===== src/rtl/ivt_pkg.sv =====
package ivt_pkg;

  typedef enum logic [2:0] {
    M_TERM   = 3'd0,
    M_ONESHOT = 3'd1,
    M_RATE   = 3'd2,
    M_SQUARE = 3'd3,
    M_SWSTB  = 3'd4,
    M_HWSTB  = 3'd5
  } mode_e;

  typedef enum logic [1:0] {
    ST_IDLE  = 2'd0,
    ST_RUN   = 2'd1,
    ST_AT_TC = 2'd2,
    ST_PAST  = 2'd3
  } stage_e;

  // selectors 6 and 7 fold onto the periodic modes
  function automatic mode_e map_mode(input logic [2:0] sel);
    logic [2:0] v;
    if (sel == 3'd6)      v = 3'd2;
    else if (sel == 3'd7) v = 3'd3;
    else                  v = sel;
    return mode_e'(v);
  endfunction

  function automatic logic gate_retriggers(input mode_e m);
    return (m == M_ONESHOT) || (m == M_RATE) || (m == M_SQUARE) || (m == M_HWSTB);
  endfunction

  function automatic logic gate_paces(input mode_e m);
    return (m == M_TERM) || (m == M_SWSTB);
  endfunction

  function automatic logic is_periodic(input mode_e m);
    return (m == M_RATE) || (m == M_SQUARE);
  endfunction

  function automatic logic idle_level(input mode_e m);
    return (m == M_ONESHOT) || (m == M_RATE) || (m == M_SQUARE);
  endfunction

endpackage


===== src/rtl/ivt_gate_edge.sv =====
module ivt_gate_edge #(
  parameter logic GATE_RST = 1'b1
) (
  input  logic clk,
  input  logic rst_n,
  input  logic gate_i,
  output logic gate_prev,
  output logic gate_rise
);

  logic gate_q;

  always_ff @(posedge clk or negedge rst_n) begin
    if (!rst_n) gate_q <= GATE_RST;
    else        gate_q <= gate_i;
  end

  assign gate_prev = gate_q;
  assign gate_rise = gate_i & ~gate_q;

endmodule


===== src/rtl/ivt_down_core.sv =====
module ivt_down_core
  import ivt_pkg::*;
#(
  parameter int CW = 16
) (
  input  logic          clk,
  input  logic          rst_n,
  input  logic          cnt_en,
  input  logic          gate_lvl,
  input  logic          gate_rise,
  input  logic          load,
  input  logic [CW-1:0] load_val,
  input  logic          mode_wr,
  input  logic [2:0]    mode_sel,
  output mode_e         mode_q,
  output stage_e        stage_q,
  output logic [CW:0]   rem_q,
  output logic [CW:0]   reload_q,
  output logic          moved_q,
  output mode_e         mode_n,
  output stage_e        stage_n,
  output logic [CW:0]   rem_n,
  output logic [CW:0]   reload_n,
  output logic          moved_n
);

  localparam int RW = CW + 1;
  localparam logic [RW-1:0] FULL = RW'(1) << CW;
  localparam logic [RW-1:0] ONE  = RW'(1);

  logic [RW-1:0] load_full;
  logic          restart;
  logic          tick;

  assign load_full = (load_val == '0) ? FULL : {1'b0, load_val};
  assign restart   = gate_rise && gate_retriggers(mode_q) && (stage_q != ST_IDLE);
  assign tick      = cnt_en && (stage_q != ST_IDLE) && (!gate_paces(mode_q) || gate_lvl);

  always_comb begin
    mode_n   = mode_q;
    stage_n  = stage_q;
    rem_n    = rem_q;
    reload_n = reload_q;
    moved_n  = moved_q;
    if (mode_wr) begin
      mode_n  = map_mode(mode_sel);
      stage_n = ST_IDLE;
      moved_n = 1'b0;
    end else if (load) begin
      reload_n = load_full;
      rem_n    = load_full;
      stage_n  = ST_RUN;
      moved_n  = 1'b0;
    end else if (restart) begin
      rem_n   = reload_q;
      stage_n = ST_RUN;
      moved_n = 1'b0;
    end else if (tick) begin
      moved_n = 1'b1;
      if (is_periodic(mode_q)) begin
        rem_n = (rem_q == ONE) ? reload_q : rem_q - ONE;
      end else begin
        rem_n = rem_q - ONE;
        case (stage_q)
          ST_RUN:   if (rem_q == ONE) stage_n = ST_AT_TC;
          ST_AT_TC: stage_n = ST_PAST;
          default:  stage_n = stage_q;
        endcase
      end
    end
  end

  always_ff @(posedge clk or negedge rst_n) begin
    if (!rst_n) begin
      mode_q   <= M_TERM;
      stage_q  <= ST_IDLE;
      rem_q    <= '0;
      reload_q <= '0;
      moved_q  <= 1'b0;
    end else begin
      mode_q   <= mode_n;
      stage_q  <= stage_n;
      rem_q    <= rem_n;
      reload_q <= reload_n;
      moved_q  <= moved_n;
    end
  end

endmodule


===== src/rtl/ivt_wave_out.sv =====
module ivt_wave_out
  import ivt_pkg::*;
#(
  parameter int CW = 16
) (
  input  logic        clk,
  input  logic        rst_n,
  input  mode_e       mode_n,
  input  stage_e      stage_n,
  input  logic [CW:0] rem_n,
  input  logic [CW:0] reload_n,
  input  logic        moved_n,
  output logic        out_q
);

  logic lvl_n;

  always_comb begin
    if (stage_n == ST_IDLE) begin
      lvl_n = idle_level(mode_n);
    end else begin
      case (mode_n)
        M_TERM:    lvl_n = (stage_n != ST_RUN);
        M_ONESHOT: lvl_n = (stage_n == ST_RUN);
        M_RATE:    lvl_n = moved_n && (rem_n == reload_n);
        M_SQUARE:  lvl_n = (rem_n > (reload_n >> 1));
        default:   lvl_n = (stage_n == ST_AT_TC);
      endcase
    end
  end

  always_ff @(posedge clk or negedge rst_n) begin
    if (!rst_n) out_q <= 1'b0;
    else        out_q <= lvl_n;
  end

endmodule


===== src/rtl/ivt_count_view.sv =====
module ivt_count_view
  import ivt_pkg::*;
#(
  parameter int CW = 16
) (
  input  mode_e         mode_q,
  input  logic [CW:0]   rem_q,
  input  logic [CW:0]   reload_q,
  output logic [CW-1:0] count
);

  localparam int DW = CW + 2;

  logic [DW-1:0] twice;
  logic [DW-1:0] reload_x;
  logic [DW-1:0] sq_val;

  assign twice    = {rem_q, 1'b0};
  assign reload_x = {1'b0, reload_q};
  assign sq_val   = (twice > reload_x) ? twice - reload_x : twice;

  always_comb begin
    if (mode_q == M_SQUARE) count = sq_val[CW-1:0];
    else                    count = rem_q[CW-1:0];
  end

endmodule


===== src/rtl/ivt_channel.sv =====
module ivt_channel
  import ivt_pkg::*;
#(
  parameter int   CW       = 16,
  parameter logic GATE_RST = 1'b1
) (
  input  logic          clk,
  input  logic          rst_n,
  input  logic          cnt_en,
  input  logic          gate_i,
  input  logic          load_i,
  input  logic [CW-1:0] load_val_i,
  input  logic          mode_wr_i,
  input  logic [2:0]    mode_i,
  output logic          out_o,
  output logic [CW-1:0] count_o
);

  logic [1:0] rst_sync;
  logic       rst_sync_n;

  always_ff @(posedge clk or negedge rst_n) begin
    if (!rst_n) rst_sync <= 2'b00;
    else        rst_sync <= {rst_sync[0], 1'b1};
  end
  assign rst_sync_n = rst_sync[1];

  logic gate_prev, gate_rise;

  ivt_gate_edge #(.GATE_RST(GATE_RST)) u_gate (
    .clk(clk), .rst_n(rst_sync_n), .gate_i(gate_i),
    .gate_prev(gate_prev), .gate_rise(gate_rise)
  );

  mode_e       mode_q, mode_n;
  stage_e      stage_q, stage_n;
  logic [CW:0] rem_q, rem_n, reload_q, reload_n;
  logic        moved_q, moved_n;

  ivt_down_core #(.CW(CW)) u_core (
    .clk(clk), .rst_n(rst_sync_n), .cnt_en(cnt_en),
    .gate_lvl(gate_i), .gate_rise(gate_rise),
    .load(load_i), .load_val(load_val_i),
    .mode_wr(mode_wr_i), .mode_sel(mode_i),
    .mode_q(mode_q), .stage_q(stage_q), .rem_q(rem_q),
    .reload_q(reload_q), .moved_q(moved_q),
    .mode_n(mode_n), .stage_n(stage_n), .rem_n(rem_n),
    .reload_n(reload_n), .moved_n(moved_n)
  );

  ivt_wave_out #(.CW(CW)) u_wave (
    .clk(clk), .rst_n(rst_sync_n),
    .mode_n(mode_n), .stage_n(stage_n), .rem_n(rem_n),
    .reload_n(reload_n), .moved_n(moved_n), .out_q(out_o)
  );

  ivt_count_view #(.CW(CW)) u_view (
    .mode_q(mode_q), .rem_q(rem_q), .reload_q(reload_q), .count(count_o)
  );

endmodule


===== config.mk =====
export PLATFORM = sky130hd
export DESIGN_NAME = ivt_channel
export DESIGN_NICKNAME = d
export VERILOG_FILES = /design/src/rtl/ivt_pkg.sv /design/src/rtl/ivt_gate_edge.sv /design/src/rtl/ivt_down_core.sv /design/src/rtl/ivt_wave_out.sv /design/src/rtl/ivt_count_view.sv /design/src/rtl/ivt_channel.sv
export SDC_FILE = /design/constraint.sdc
export NUM_CORES = 1
export LEC_CHECK = 0
export ABC_AREA = 1
export BUFFER_PORTS_ARGS = -buffer_cell sky130_fd_sc_hd__buf_2
export CORE_ASPECT_RATIO = 1.2
export CORE_MARGIN = 5
export CORE_UTILIZATION = 40
export DETAILED_ROUTE_END_ITERATION = 7
export SLEW_MARGIN = 20
export SYNTH_ARGS = -nofsm -noshare
export SYNTH_HDL_FRONTEND = slang
export SYNTH_SLANG_ARGS = --single-unit

===== constraint.sdc =====
create_clock -name clk -period 3.96 [get_ports clk]
set_clock_uncertainty 0.15 [all_clocks]
set_input_delay 0.198 -clock clk [delete_from_list [all_inputs] [get_ports clk]]
set_output_delay 0.198 -clock clk [all_outputs]
set_load 0.05 [all_outputs]

# ---- Yosys cells after proc, flatten, opt, wreduce, memory -nomap -nowiden
# Cells that the tools add are included.
dict set report word_totals {
  ff_bits 44
  inputBits 25
  output_inout_bits 17
  wordCells 77
}
dict set report op_classes {
  addsub 2
  order_cmp 2
  n_eq_ne 17
  muxes 27
  n_bitwise 2
  reduce_logical 19
}
# operator count
set op_table {}
lappend op_table {{two-way mux 17 bit} 9}
lappend op_table {{two-way mux 16 bit} 2}
lappend op_table {{> comparator 18 x 17 -> 1 bit} 1}
lappend op_table {{equality test 17 x 1 -> 1 bit (second input constant)} 1}
lappend op_table {{equality test 17 bit} 1}
lappend op_table {{> comparator 17 x 16 -> 1 bit} 1}
lappend op_table {{subtractor 17 x 1 -> 17 bit (second input constant)} 1}
lappend op_table {{zero test 16 bit} 1}
lappend op_table {{subtractor 16 bit} 1}
lappend op_table {{equality test 3 x 2 -> 1 bit (second input constant)} 4}
lappend op_table {{equality test 3 bit (second input constant)} 4}
lappend op_table {{two-way mux 2 bit} 6}
lappend op_table {{two-way mux 3 bit} 3}
lappend op_table {{logical OR 1 bit} 8}
lappend op_table {{equality test 3 x 1 -> 1 bit (second input constant)} 2}
lappend op_table {{zero test 3 bit} 2}
lappend op_table {{logical AND 1 bit} 5}
lappend op_table {{two-way mux 1 bit} 5}
lappend op_table {{equality test 2 x 1 -> 1 bit (second input constant)} 2}
lappend op_table {{equality test 2 bit (second input constant)} 2}
lappend op_table {{case mux 1 bit (4 select lines)} 1}
lappend op_table {{case mux 2 bit (2 select lines)} 1}
lappend op_table {{zero test 2 bit} 1}
lappend op_table {{!= test 2 x 1 -> 1 bit (second input constant)} 1}
lappend op_table {{other kinds (4)} 4}

# ---- Longest topological paths before layout
# Gate-level depths: netlist of the first run.
dict set report logic_depth {
  ltp_word 13
  ltp_mapped 32
  depth_no_buf 31
}

# ---- Modules after synthesis
# Synthesis of the first run repeated with hierarchy kept, for this count alone.
dict set report hier_totals {
  cells_unflattened 921
  hier_area_um2 5331.4
}
# mod instances cells_per_inst area_each_um2 seq_area_each_um2
set by_module_without_submodules {}
lappend by_module_without_submodules {ivt_down_core 1 446 2856.5 1001.0}
lappend by_module_without_submodules {ivt_count_view 1 319 1566.5 0.0}
lappend by_module_without_submodules {ivt_wave_out 1 150 818.3 25.0}
lappend by_module_without_submodules {ivt_channel 1 3 53.8 50.0}
lappend by_module_without_submodules {ivt_gate_edge 1 3 36.3 26.3}

# ---- Least setup slack after synthesis of the first run
# OpenSTA, ideal clock, no wires.
dict set report synth_path {
  path_type {reg2out}
  start {reg u_core.rem_q[0]}
  end {out count_o[7]}
  t_arrival_ns 2.743
  required_ns 3.612
  setup_slack_ns 0.869
  path_stages_with_launch 16
  n_path_buf 1
  cell_sequence {dfrtp_1 > inv_1 > fa_1 > o21ai_2 > a21oi_2 > o21ai_2 > a21oi_1 > nor2_1 > nor2_1 > o21bai_2 > nand2_2 > inv_2 > buf_4 > nand2_1 > nand3_1 > o21ai_0}
}
dict set report synth_via {
  elab_chain_len 3
  elab_cells_between_ends 4
}
# element line_no
set synth_rtl {}
lappend synth_rtl {{start, declared} ivt_down_core.sv:17} ;# output logic [CW:0] rem_q,
lappend synth_rtl {{start signal, assigned} ivt_down_core.sv:83} ;# rem_q <= rem_n;
lappend synth_rtl {{subtractor 16 bit or > comparator 18 x 17 -> 1 bit (tied branches)} ivt_count_view.sv:20} ;# assign sq_val = (twice > reload_x) ? twice - reload_x : twice;
lappend synth_rtl {{two-way mux 16 bit (*)} ivt_count_view.sv:20}
lappend synth_rtl {{two-way mux 16 bit (*)} ivt_count_view.sv:23} ;# if (mode_q == M_SQUARE) count = sq_val[CW-1:0];
lappend synth_rtl {{end, declared} ivt_channel.sv:16} ;# output logic [CW-1:0] count_o
# Every way passes the cells marked *; elsewhere a longest branch is shown, timed or not.

# ---- Worst setup path in the final report of the first run
dict set report layout_path {
  start {reg u_core.rem_q[0]}
  end {out count_o[0]}
}
dict set report layout_via {
  elab_chain_len 3
}
# element line_no
set layout_rtl {}
lappend layout_rtl {{> comparator 18 x 17 -> 1 bit} ivt_count_view.sv:20}
lappend layout_rtl {{two-way mux 16 bit} ivt_count_view.sv:20}
lappend layout_rtl {{two-way mux 16 bit (*)} ivt_count_view.sv:23}
# Marks and branches as above.

==> Implementation_results.wiki, run 1 <==
{| class="wikitable"
! Metric !! Value
|-
| Portion of synthesized cell area occupied by the leading cell type || 0.213
|-
| Fin. Hold Viols || 0
|-
| Number of cell instances on the worst register-to-register path || 32
|-
| Comb power frac || 0.542
|-
| Placer congestion estimate || 0.915
|-
| Portion of total power attributed to the clock network || 0.195
|-
| Syn Inst Count || 834
|-
| Total overflow reported by the global router || 0
|-
| Total setup violations reported at the end of the flow || 0
|-
| Total wire length after detailed routing || 15400 microns
|-
| Internal power of the cells || 1.18 mW
|-
| Post-synthesis net count || 898
|-
| Detailed Place HPWL || 12600 microns
|-
| Final Critical Period || 3.67 ns
|-
| Number of inserted filler cells in the final layout || 1408
|-
| Mean routed wirelength per cell || 14.7 microns
|-
| Area grow syn2layout || 12.7%
|-
| Routed via count divided by cell count || 4.96
|-
| Core region area || 12500 sq um
|-
| Number of buffers between clock root and the deepest sink || 2
|-
| Die footprint || 15000 sq um
|-
| Final period utilization || 0.927
|-
| Height of the die || 133 microns
|-
| Initial Utilization || 0.404
|-
| Number of storage elements in the synthesis netlist || 44
|-
| Storage element area || 1100 sq um
|-
| Min-Delay Path Class || in2async
|-
| Worst Setup Start Kind || register
|-
| DRC violations left || 0
|-
| First-pass iteration count of the detailed router || 5
|-
| Worst reg2reg endpoint || u_wave.out_q
|-
| Latest clock arrival within the worst-skew pair || 0.29 ns
|-
| Clock transition at the registers of the reported paths || 0.06 ns
|-
| Max_cap viols || 0
|-
| Antenna violation net count after detailed routing || 0
|-
| Number of DRC markers in iteration 0 || 325
|-
| Worst EP arrival || 3.32 ns
|-
| Power Dens Cells || 398 nW/um^2
|-
| Via count of the first global-routing pass || 4976
|-
| Layout cells sized above 1 || 0.113
|-
| Mean Syn Cell Area || 6.05 sq um
|-
| Relative slew slack || 0.351
|-
| Number of distinct library cells after synthesis || 49
|-
| Pin count of the biggest net entering global routing || 43
|-
| Post-synthesis sequential area ratio || 0.218
|-
| Count of clock tree sinks || 44
|-
| Switching power || 1.09 mW
|-
| RSZ-0062 raised after global routing || false
|-
| Quantity of gates resized following cts || 0
|-
| Static leakage || 3.17 nW
|-
| Synthesized area || 5050 sq um
|-
| Total power of the final layout || 2.26 mW
|-
| Count of input and output buffers || 41
|-
| Fraction of power spent switching nets || 0.481
|-
| Total routing usage reported by global routing || 0.208
|-
| Synth top area cells || sky130_fd_sc_hd__dfrtp_1, sky130_fd_sc_hd__nand2_1, sky130_fd_sc_hd__inv_1
|-
| Worst hold slack after final layout || 0.0603 ns
|-
| Timing-limited maximum frequency || 0.272 GHz
|-
| Clock buffers created by TritonCTS || 5
|-
| Clock tree from TritonCTS || built
|-
| Library cell used as clock root buffer || sky130_fd_sc_hd__clkbuf_16
|-
| Sum Neg Setup Slack || 0 ns
|-
| Horizontal die dimension || 113 microns
|-
| Wire length of the first global-routing pass || 25000 microns
|-
| Standard-cell row count || 45
|-
| DR vias || 5186
|-
| Start of the worst register-to-register path || u_core.rem_q[1]
|-
| Number of antenna cells inserted || 0
|-
| Run status || completed
|-
| Max Fanout on Critical Path || 14
|-
| Top-Level Pins || 42
|-
| Setup Crit Path Kind || reg2out
|-
| Actual slew at the worst max-slew pin || 0.974 ns
|-
| Synthesis Warnings || 0
|-
| CP required || 3.61 ns
|-
| Area used by multi-input combinational logic || 3220 sq um
|-
| Register-to-Register Setup Slack || 0.45 ns
|-
| H-tree levels || 2
|-
| Antenna violations before repair || 0
|-
| Number of nets in the finished design || 945
|-
| Highest ir drop seen on vdd || 0.000271 V
|-
| Kind of capture point of the worst setup path || output pin
|-
| Final number of max-transition violations || 0
|-
| Sequential share of power || 0.263
|-
| Largest area contributor in the synthesized netlist || sky130_fd_sc_hd__dfrtp_1
|}
## metal layers
metal / wire length [microns] / vias to the layer above / GRT usage
met1: 6940 / 2291 / 0.265
met5: 0 / - / 0
li1: - / 2747 / -
met3: 550 / 24 / 0.0178
met2: 7460 / 124 / 0.369
met4: 454 / 0 / 0.0681
## cell usage after synthesis (all sizes together)
| master | instances |
|---|---|
| nor3 | 6 |
| a22o | 1 |
| a21o | 2 |
| inv | 165 |
| nor2 | 68 |
| dfstp | 1 |
| nand3 | 72 |
| nand3b | 1 |
| or2 | 3 |
| a31oi | 3 |
| nand4 | 19 |
| nor4b | 1 |
| conb | 1 |
| a211oi | 2 |
| ha | 38 |
| buf | 12 |
| nor4 | 1 |
| and3 | 1 |
| o211ai | 2 |
| nand2 | 239 |
| xor2 | 10 |
| a21oi | 27 |
| clkbuf | 9 |
| o22ai | 2 |
| xnor2 | 7 |
| o21ai | 92 |
| fa | 1 |
| a221oi | 1 |
| a211o | 1 |
| dfrtp | 43 |
| o21bai | 3 |
## final cells by class
| type | instances | share of cell area |
|---|---|---|
| Timing Repair Buffer | 61 | 0.0677 |
| Clock buffer | 8 | 0.0275 |
| Inverter | 165 | 0.109 |
| Tap cell | 164 | 0.0361 |
| Multi-Input combinational cell | 604 | 0.565 |
| Sequential cell | 44 | 0.194 |
## metrics by stage
stage,cell area [sq um],setup slack (ns),cells,utilization
after floorplan,5050,0.869,834,-
after global placement,5440,0.354,1028,0.435
after detailed placement,5440,0.312,1028,0.435
after CTS,5620,0.267,1038,0.449
after global routing,5690,0.000260,1046,0.455
final,5690,0.290,1046,0.455
## sequential cells by signal, summed over array words and instances (netlist names)
| signal | count |
|---|---|
| rst_sync | 2 |
| u_core.mode_q | 3 |
| u_core.moved_q | 1 |
| u_core.reload_q | 17 |
| u_core.rem_q | 17 |
| u_core.stage_q | 2 |
| u_gate.gate_prev | 1 |
| u_wave.out_q | 1 |
## power groups by stage
stage	sequential [mW]	combinational, mW	clock [mW]
after floorplan	0.577	0.938	0
after global placement	0.601	1.22	0
after detailed placement	0.600	1.22	0
after CTS	0.593	1.23	0.449
after global routing	0.604	1.39	0.473
final	0.594	1.23	0.442
## cell usage in the layout, fill, tap and decap left out, types with 2 or more instances in the layout
master and count:
sky130_fd_sc_hd__nand4_1 19, sky130_fd_sc_hd__nor2_2 5, sky130_fd_sc_hd__inv_1 162, sky130_fd_sc_hd__nand3_1 70
sky130_fd_sc_hd__o21ai_2 2, sky130_fd_sc_hd__a211oi_1 2, sky130_fd_sc_hd__o21ai_0 89, sky130_fd_sc_hd__ha_1 38
sky130_fd_sc_hd__a21oi_1 26, sky130_fd_sc_hd__o22ai_1 2, sky130_fd_sc_hd__xnor2_1 7, sky130_fd_sc_hd__dlygate4sd3_1 2
sky130_fd_sc_hd__nor2_8 2, sky130_fd_sc_hd__a21o_1 2, sky130_fd_sc_hd__or2_2 2, sky130_fd_sc_hd__xor2_1 10
sky130_fd_sc_hd__nor2_1 58, sky130_fd_sc_hd__clkbuf_16 5, sky130_fd_sc_hd__o211ai_1 2, sky130_fd_sc_hd__nand2_2 8
sky130_fd_sc_hd__dfrtp_1 42, sky130_fd_sc_hd__nand2_1 230, sky130_fd_sc_hd__clkbuf_8 2, sky130_fd_sc_hd__buf_4 16
sky130_fd_sc_hd__nor2_4 3, sky130_fd_sc_hd__buf_2 41, sky130_fd_sc_hd__nor3_1 5, sky130_fd_sc_hd__o21bai_1 2
sky130_fd_sc_hd__inv_2 2, sky130_fd_sc_hd__a31oi_1 2, sky130_fd_sc_hd__buf_12 2
## worst max-delay path by stage
stage	start	endpoint	slack, ns	cells past startpoint
after global placement	u_core.rem_q[1]	u_wave.out_q	0.35	30
after global routing	u_core.rem_q[0]	count_o[15]	0.0003	15
final	u_core.rem_q[0]	count_o[0]	0.29	14
after CTS	u_core.rem_q[0]	count_o[15]	0.27	15
after detailed placement	u_core.rem_q[1]	u_wave.out_q	0.31	30
after floorplan	u_core.rem_q[0]	count_o[7]	0.87	15
## logic make-up after synthesis
group,synth area share
DFF,0.218
adders and majority gates,0.0982
other,0.000743
buffers and inverters,0.146
and+or+nand+nor,0.362
AOI/OAI and AO/OA,0.146
xor gates and xnor gates,0.0295
## worst max-delay path, stage by stage, from the launching register on
cell and delay [ns]:
sky130_fd_sc_hd__dfrtp_1 0.44, sky130_fd_sc_hd__inv_1 0.17, sky130_fd_sc_hd__fa_1 0.50, sky130_fd_sc_hd__o21ai_2 0.26, sky130_fd_sc_hd__a21oi_2 0.11, sky130_fd_sc_hd__o21ai_2 0.19, sky130_fd_sc_hd__a21oi_1 0.12, sky130_fd_sc_hd__nor2_1 0.12
sky130_fd_sc_hd__nor2_1 0.07, sky130_fd_sc_hd__o21bai_2 0.12, sky130_fd_sc_hd__nand2_2 0.18, sky130_fd_sc_hd__inv_2 0.26, sky130_fd_sc_hd__nand3_1 0.09, sky130_fd_sc_hd__o21ai_0 0.09, sky130_fd_sc_hd__buf_2 0.30
## repair_timing
action	4_1_cts	5_1_grt
setup endpoints to repair	0	1
buffers inserted	0	8
hold buffers	2	0
endpoints found under the hold margin	3	0
Note: power is estimated with default switching activity, not from simulation.
==> run 2, diff against run 1 <==
--- a/config.mk
+++ b/config.mk
@@ -11,6 +11,7 @@
 export CORE_MARGIN = 5
 export CORE_UTILIZATION = 40
 export DETAILED_ROUTE_END_ITERATION = 7
+export REMOVE_ABC_BUFFERS = 1
 export SLEW_MARGIN = 20
 export SYNTH_ARGS = -nofsm -noshare
 export SYNTH_HDL_FRONTEND = slang
==> Implementation_results.wiki, run 2 (synthesis results as in run 1) <==
{| class="wikitable"
! Metric !! Value
|-
| Max_cap viols || 0 (unchanged)
|-
| Sum Neg Setup Slack || 0 ns (unchanged)
|-
| Highest metal used || met4
|-
| Die footprint || 15000 sq um (unchanged)
|-
| Standard-cell row count || 45 (unchanged)
|-
| Mean routed wirelength per cell || 14.8 microns (+0.17%)
|-
| Non-Filler Cell Area, Final || 5650 sq um (-0.70%)
|-
| Library cell used as clock root buffer || sky130_fd_sc_hd__clkbuf_16
|-
| Via count of the first global-routing pass || 5113 (+2.8%)
|-
| Detailed Place HPWL || 12400 microns (-0.97%)
|-
| Count of clock tree sinks || 44 (unchanged)
|-
| Number of nets in the finished design || 944 (-0.11%)
|-
| Routed via count divided by cell count || 5.02 (+1.3%)
|-
| Highest ir drop seen on vdd || 0.000175 V (-35%)
|-
| Final Critical Period || 3.65 ns (-0.0249 ns)
|-
| Actual slew at the worst max-slew pin || 0.967 ns (-0.00720 ns)
|-
| Total setup violations reported at the end of the flow || 0 (unchanged)
|-
| Count of placed standard cells in the final layout, fillers left out || 1045 (-0.096%)
|-
| Clock tree from TritonCTS || built
|-
| Pin count of the biggest net entering global routing || 43 (unchanged)
|-
| Area grow syn2layout || 12.0%
|-
| Setup Crit Path Kind || reg2out
|-
| Height of the die || 133 microns (unchanged)
|-
| Clock transition at the registers of the reported paths || 0.06 ns (about the same)
|-
| Final period utilization || 0.921 (-0.00630)
|-
| Power Dens Cells || 399 nW/um^2 (+0.46%)
|-
| Worst EP arrival || 3.30 ns (-0.02 ns)
|-
| H-tree levels || 2 (unchanged)
|-
| Register-to-Register Setup Slack || 0.45 ns (about the same)
|-
| Number of buffers between clock root and the deepest sink || 2 (unchanged)
|-
| Latest clock arrival within the worst-skew pair || 0.29 ns (about the same)
|-
| Run status || completed
|-
| Max Fanout on Critical Path || 10 (-4)
|-
| Worst Setup Start Kind || register
|-
| Timing-limited maximum frequency || 0.274 GHz (+0.68%)
|-
| Antenna violations before repair || 0 (unchanged)
|-
| Total overflow reported by the global router || 0 (unchanged)
|-
| DRC violations left || 0 (unchanged)
|-
| Start of the worst register-to-register path || u_core.rem_q[9]
|-
| Place WS || 0.292 ns (-0.0203 ns)
|-
| Kind of capture point of the worst setup path || output pin
|-
| Antenna violation net count after detailed routing || 0 (unchanged)
|-
| DR vias || 5250 (+1.2%)
|-
| Worst reg2reg endpoint || u_wave.out_q
|-
| Layout cells sized above 1 || 0.111 (-0.00214)
|-
| Total routing usage reported by global routing || 0.212 (+0.00428)
|-
| Total power of the final layout || 2.26 mW (-0.24%)
|-
| Worst setup startpoint || u_core.rem_q[0]
|-
| Top-Level Pins || 42 (unchanged)
|-
| Core region area || 12500 sq um (unchanged)
|-
| Min-Delay Path Class || in2async
|-
| Placed cells || 1032 (+0.39%)
|-
| Clock buffers created by TritonCTS || 5 (unchanged)
|-
| Fin. Hold Viols || 0 (unchanged)
|-
| RSZ-0062 raised after global routing || false
|-
| Largest registers || u_core.reload_q: 17 flops, u_core.rem_q: 17 flops, u_core.mode_q: 3 flops
|-
| First-pass iteration count of the detailed router || 5 (unchanged)
|-
| Total wire length after detailed routing || 15400 microns (about the same)
|-
| Number of cell instances on the worst register-to-register path || 27 (-16%)
|-
| Most common cell after layout, fill and taps aside || sky130_fd_sc_hd__nand2_1
|-
| Static leakage || 3.16 nW (-0.46%)
|-
| Instance area at placement || 5460 sq um (+0.32%)
|-
| Number of DRC markers in iteration 0 || 425 (+31%)
|-
| Setup slack after layout || 0.314 ns (+0.0249 ns)
|-
| Relative slew slack || 0.356 (+0.00480)
|-
| Met1 wire length || 6830 microns (-1.6%)
|-
| Most frequent cells in the layout || sky130_fd_sc_hd__nand2_1, sky130_fd_sc_hd__inv_1, sky130_fd_sc_hd__o21ai_0
|-
| Initial Utilization || 0.404 (unchanged)
|-
| CP required || 3.61 ns (about the same)
|-
| Wire length of the first global-routing pass || 25700 microns (+3.0%)
|-
| Amount of wire on met2 after detailed routing || 7400 microns (-0.83%)
|-
| Wire length on met3 || 637 microns (+16%)
|-
| Horizontal die dimension || 113 microns (unchanged)
|-
| Placer congestion estimate || 0.878 (-4.1%)
|-
| Count of input and output buffers || 41 (unchanged)
|-
| Number of antenna cells inserted || 0 (unchanged)
|-
| Final number of max-transition violations || 0 (unchanged)
|}
run 2: final cells by class:
class	count	area (sq um)
Tap cell	164	205
Timing Repair Buffer	60	353
Sequential cell	44	1100
Multi-Input combinational cell	604	3220
Fill cell	1397	6850
Inverter	165	624
Clock buffer	8	146
run 2: how the worst max path moves through the flow:
stage / endpoint / depth (start not counted) / slack [ns]
global route: count_o[11] / 15 / 0.006
finish: count_o[13] / 15 / 0.31
floorplan: u_wave.out_q / 27 / 0.06
global placement: u_wave.out_q / 30 / 0.34
CTS: count_o[0] / 14 / 0.27
detailed placement: u_wave.out_q / 30 / 0.29
run 2: what timing repair did:
item / CTS / global route
setup buffers: 0 / 3
endpoints found under the hold margin: 3 / 0
gates resized for setup: 0 / 2
endpoints found under the setup margin: 0 / 2
hold buffers: 2 / 0
run 2: layer usage:
layer / vias to the layer above / track usage
li1: 2731 / -
met1: 2361 / 0.276
met5: - / 0
met2: 129 / 0.366
met3: 29 / 0.0165
met4: 0 / 0.0802
run 2: per-stage QoR:
stage / hold WS, ns / util
floorplan: -0.248 / -
global placement: -0.166 / 0.437
detailed placement: -0.165 / 0.437
CTS: 0.0582 / 0.450
global route: 0.0766 / 0.452
finish: 0.0639 / 0.452
run 2: worst max-delay path, cell delays in order (launching register included):
cell	delay, ns
sky130_fd_sc_hd__dfrtp_1	0.45
sky130_fd_sc_hd__inv_1	0.17
sky130_fd_sc_hd__fa_1	0.51
sky130_fd_sc_hd__o21ai_2	0.25
sky130_fd_sc_hd__a21oi_2	0.11
sky130_fd_sc_hd__o21ai_2	0.19
sky130_fd_sc_hd__a21oi_1	0.13
sky130_fd_sc_hd__nor2_1	0.11
sky130_fd_sc_hd__nor2_1	0.05
sky130_fd_sc_hd__o21bai_2	0.11
sky130_fd_sc_hd__nand2_2	0.17
sky130_fd_sc_hd__buf_4	0.23
sky130_fd_sc_hd__nand2_1	0.06
sky130_fd_sc_hd__nand3_1	0.07
sky130_fd_sc_hd__o21ai_0	0.09
sky130_fd_sc_hd__buf_2	0.29
run 2: power breakdown:
group / leakage, nW / total, mW / internal, mW / switching (mW)
Sequential: 0.500 / 0.583 / 0.506 / 0.0774
Combinational: 2.58 / 1.25 / 0.407 / 0.839
Clock: 0.0712 / 0.427 / 0.252 / 0.175
==> run 3, diff against run 2 <==
--- a/config.mk
+++ b/config.mk
@@ -10,6 +10,7 @@
 export CORE_ASPECT_RATIO = 1.2
 export CORE_MARGIN = 5
 export CORE_UTILIZATION = 40
+export CTS_CLUSTER_DIAMETER = 40
 export DETAILED_ROUTE_END_ITERATION = 7
 export REMOVE_ABC_BUFFERS = 1
 export SLEW_MARGIN = 20
==> constraint.sdc (replaced) <==
create_clock -name clk -period 3.96 [get_ports clk]
set_clock_uncertainty 0.15 [all_clocks]
set_input_delay 0.594 -clock clk [delete_from_list [all_inputs] [get_ports clk]]
set_output_delay 0.594 -clock clk [all_outputs]
set_load 0.05 [all_outputs]
==> Implementation_results.wiki, run 3 (synthesis results as in run 1) <==
{| class="wikitable"
! Metric !! Value
|-
| Number of nets in the finished design || 956 (+1.3%)
|-
| Standard-cell row count || 45 (unchanged)
|-
| Clock transition at the registers of the reported paths || 0.06 ns (about the same)
|-
| Busiest grt layer || met2
|-
| Actual slew at the worst max-slew pin || 0.659 ns (-0.307 ns)
|-
| Top-Level Pins || 42 (unchanged)
|-
| H-tree levels || 2 (unchanged)
|-
| Worst hold slack after final layout || 0.181 ns (+0.117 ns)
|-
| Placer congestion estimate || 0.882 (+0.43%)
|-
| Total wire length after detailed routing || 15700 microns (+2.0%)
|-
| Run status || completed
|-
| Via count of the first global-routing pass || 4998 (-2.2%)
|-
| CP most frequent cell || sky130_fd_sc_hd__nand2_1
|-
| Worst Setup Start Kind || register
|-
| Wire length of the first global-routing pass || 25600 microns (-0.67%)
|-
| Timing-limited maximum frequency || 0.268 GHz (-2.2%)
|-
| Number of cell instances on the worst register-to-register path || 29 (+7.4%)
|-
| DR vias || 5292 (+0.80%)
|-
| Count of clock tree sinks || 44 (unchanged)
|-
| Delay contributed by the slowest stage of the critical path || 0.47 ns (-0.04 ns)
|-
| Layout cells sized above 1 || 0.135 (+0.0243)
|-
| Pin count of the biggest net entering global routing || 43 (unchanged)
|-
| Highest ir drop seen on vdd || 0.000255 V (+46%)
|-
| Total overflow reported by the global router || 0 (unchanged)
|-
| Worst EP arrival || 2.98 ns (-0.32 ns)
|-
| First-pass iteration count of the detailed router || 7 (+2)
|-
| Detailed Place HPWL || 12600 microns (+1.0%)
|-
| Max Fanout on Critical Path || 11 (+1)
|-
| Number of antenna cells inserted || 0 (unchanged)
|-
| Final Critical Period || 3.73 ns (+0.0817 ns)
|-
| RSZ-0062 raised after global routing || false
|-
| Most common cell after layout, fill and taps aside || sky130_fd_sc_hd__nand2_1
|-
| Met2 track utilization from global routing || 0.367 (+0.000663)
|-
| Initial Utilization || 0.404 (unchanged)
|-
| DRC violations left || 0 (unchanged)
|-
| Final period utilization || 0.941 (+0.0206)
|-
| Kind of capture point of the worst setup path || output pin
|-
| Height of the die || 133 microns (unchanged)
|-
| Latest clock arrival within the worst-skew pair || 0.29 ns (about the same)
|-
| Largest registers || u_core.reload_q: 17 flops, u_core.rem_q: 17 flops, u_core.mode_q: 3 flops
|-
| CP required || 3.22 ns (-0.39 ns)
|-
| Core region area || 12500 sq um (unchanged)
|-
| Total setup violations reported at the end of the flow || 0 (unchanged)
|-
| Clock buffers created by TritonCTS || 5 (unchanged)
|-
| Antenna violations before repair || 0 (unchanged)
|-
| Total power of the final layout || 2.37 mW (+5.2%)
|-
| Met1 Use GR || 0.274 (-0.00138)
|-
| Relative slew slack || 0.560 (+0.204)
|-
| Number of buffers between clock root and the deepest sink || 2 (unchanged)
|-
| Static leakage || 3.23 nW (+2.3%)
|-
| Clock tree from TritonCTS || built
|-
| Number of DRC markers in iteration 0 || 442 (+4.0%)
|-
| Area grow syn2layout || 15.7%
|-
| Max_cap viols || 0 (unchanged)
|-
| Most frequent cells in the layout || sky130_fd_sc_hd__nand2_1, sky130_fd_sc_hd__inv_1, sky130_fd_sc_hd__o21ai_0
|-
| Min-Delay Path Class || reg2async
|-
| Antenna violation net count after detailed routing || 0 (unchanged)
|-
| Library cell used as clock root buffer || sky130_fd_sc_hd__clkbuf_16
|-
| Setup Crit Path Kind || reg2out
|-
| Mean routed wirelength per cell || 14.9 microns (+0.88%)
|-
| Horizontal die dimension || 113 microns (unchanged)
|-
| Final number of max-transition violations || 0 (unchanged)
|-
| Die footprint || 15000 sq um (unchanged)
|-
| Total routing usage reported by global routing || 0.213 (+0.000617)
|-
| Power Dens Cells || 406 nW/um^2 (+1.8%)
|-
| Count of input and output buffers || 41 (unchanged)
|-
| Routed via count divided by cell count || 5.01 (-0.34%)
|-
| GR Layer Usage met3 || 0.0229 (+0.00640)
|-
| Cells traversed along the worst timing path || ha_1 > inv_1 > o21bai_1 > nand2_1 > nand2_1 > a21oi_2 > o21ai_2 > a21oi_2 > nor2_1 > nor2_1 > o21bai_2 > nand2_4 > buf_4 > nand2_1 > nand3_1 > o21ai_0 > buf_4
|-
| Fin. Hold Viols || 0 (unchanged)
|-
| Slowest stage cell on the critical path || sky130_fd_sc_hd__dfrtp_2
|}
[run 3: cell types whose count changed in the layout (fill, tap and decap cells not counted), sizes merged]
cell and delta:
buf +12, bufinv +1, clkbuf -1, clkinv +1
clkinvlp +1, dlygate4sd3 -1, inv -1
[run 3: timing repair]
| action | in CTS | in global routing |
|---|---|---|
| gates cloned | 0 | 0 |
| hold endpoints to repair | 2 | 0 |
| pin swaps | 0 | 3 |
| hold buffers | 1 | 0 |
| setup endpoints to repair | 13 | 17 |
| setup buffers | 0 | 10 |
| resized for setup | 11 | 13 |
[run 3: where the power goes]
part	internal, mW	leakage [nW]	switching, mW
logic	0.455	2.65	0.859
registers	0.507	0.497	0.0761
clock network	0.297	0.0808	0.179
[run 3: layout make-up]
class | count | area [sq um]
Clock buffer | 6 | 129
Clock inverter | 2 | 35.0
Fill cell | 1395 | 6660
Inverter | 165 | 628
Multi-Input combinational cell | 604 | 3250
Sequential cell | 44 | 1110
Tap cell | 164 | 205
Timing Repair Buffer | 72 | 480
[run 3: final timing paths]
path / end / slack [ns] / start
worst max register to register: u_wave.out_q / 0.45 / u_core.rem_q[1]
min in group clk: rst_sync[1] / 0.20 / rst_sync[0]
worst min-delay path: u_core.reload_q[12] / 0.18 / rst_sync[1]
max in group asynchronous: u_core.rem_q[0] / 3.04 / rst_sync[1]
worst min register to register: u_core.reload_q[12] / 0.18 / rst_sync[1]
worst max-delay path: count_o[2] / 0.23 / u_core.rem_q[4]
[run 3: worst max-delay path, delay by kind of cell (launching register included)]
family                     cells  cell delay (ns)
AOI/OAI and AO/OA              6             0.80
buffers and inverters          3             0.53
and+or+nand+nor                7             0.53
DFF                            1             0.47
adders and majority gates      1             0.36
[run 3: layer usage]
layer / part of all wire / up-vias
met5: 0 / -
met4: 0.027 / 0
met1: 0.45 / 2401
met3: 0.036 / 23
met2: 0.49 / 107
li1: - / 2761
[run 3: per-stage QoR]
stage                     setup slack (ns)  utilization  area [sq um]  setup TNS (ns)  cells
final                                0.233        0.467          5840               0   1057
after global routing                0.0183        0.467          5840               0   1057
after CTS                         -0.00307        0.456          5700        -0.00307   1047
after detailed placement             0.266        0.440          5500               0   1038
after global placement               0.179        0.440          5500               0   1038
after floorplan                     0.0231            -          4930               0    813
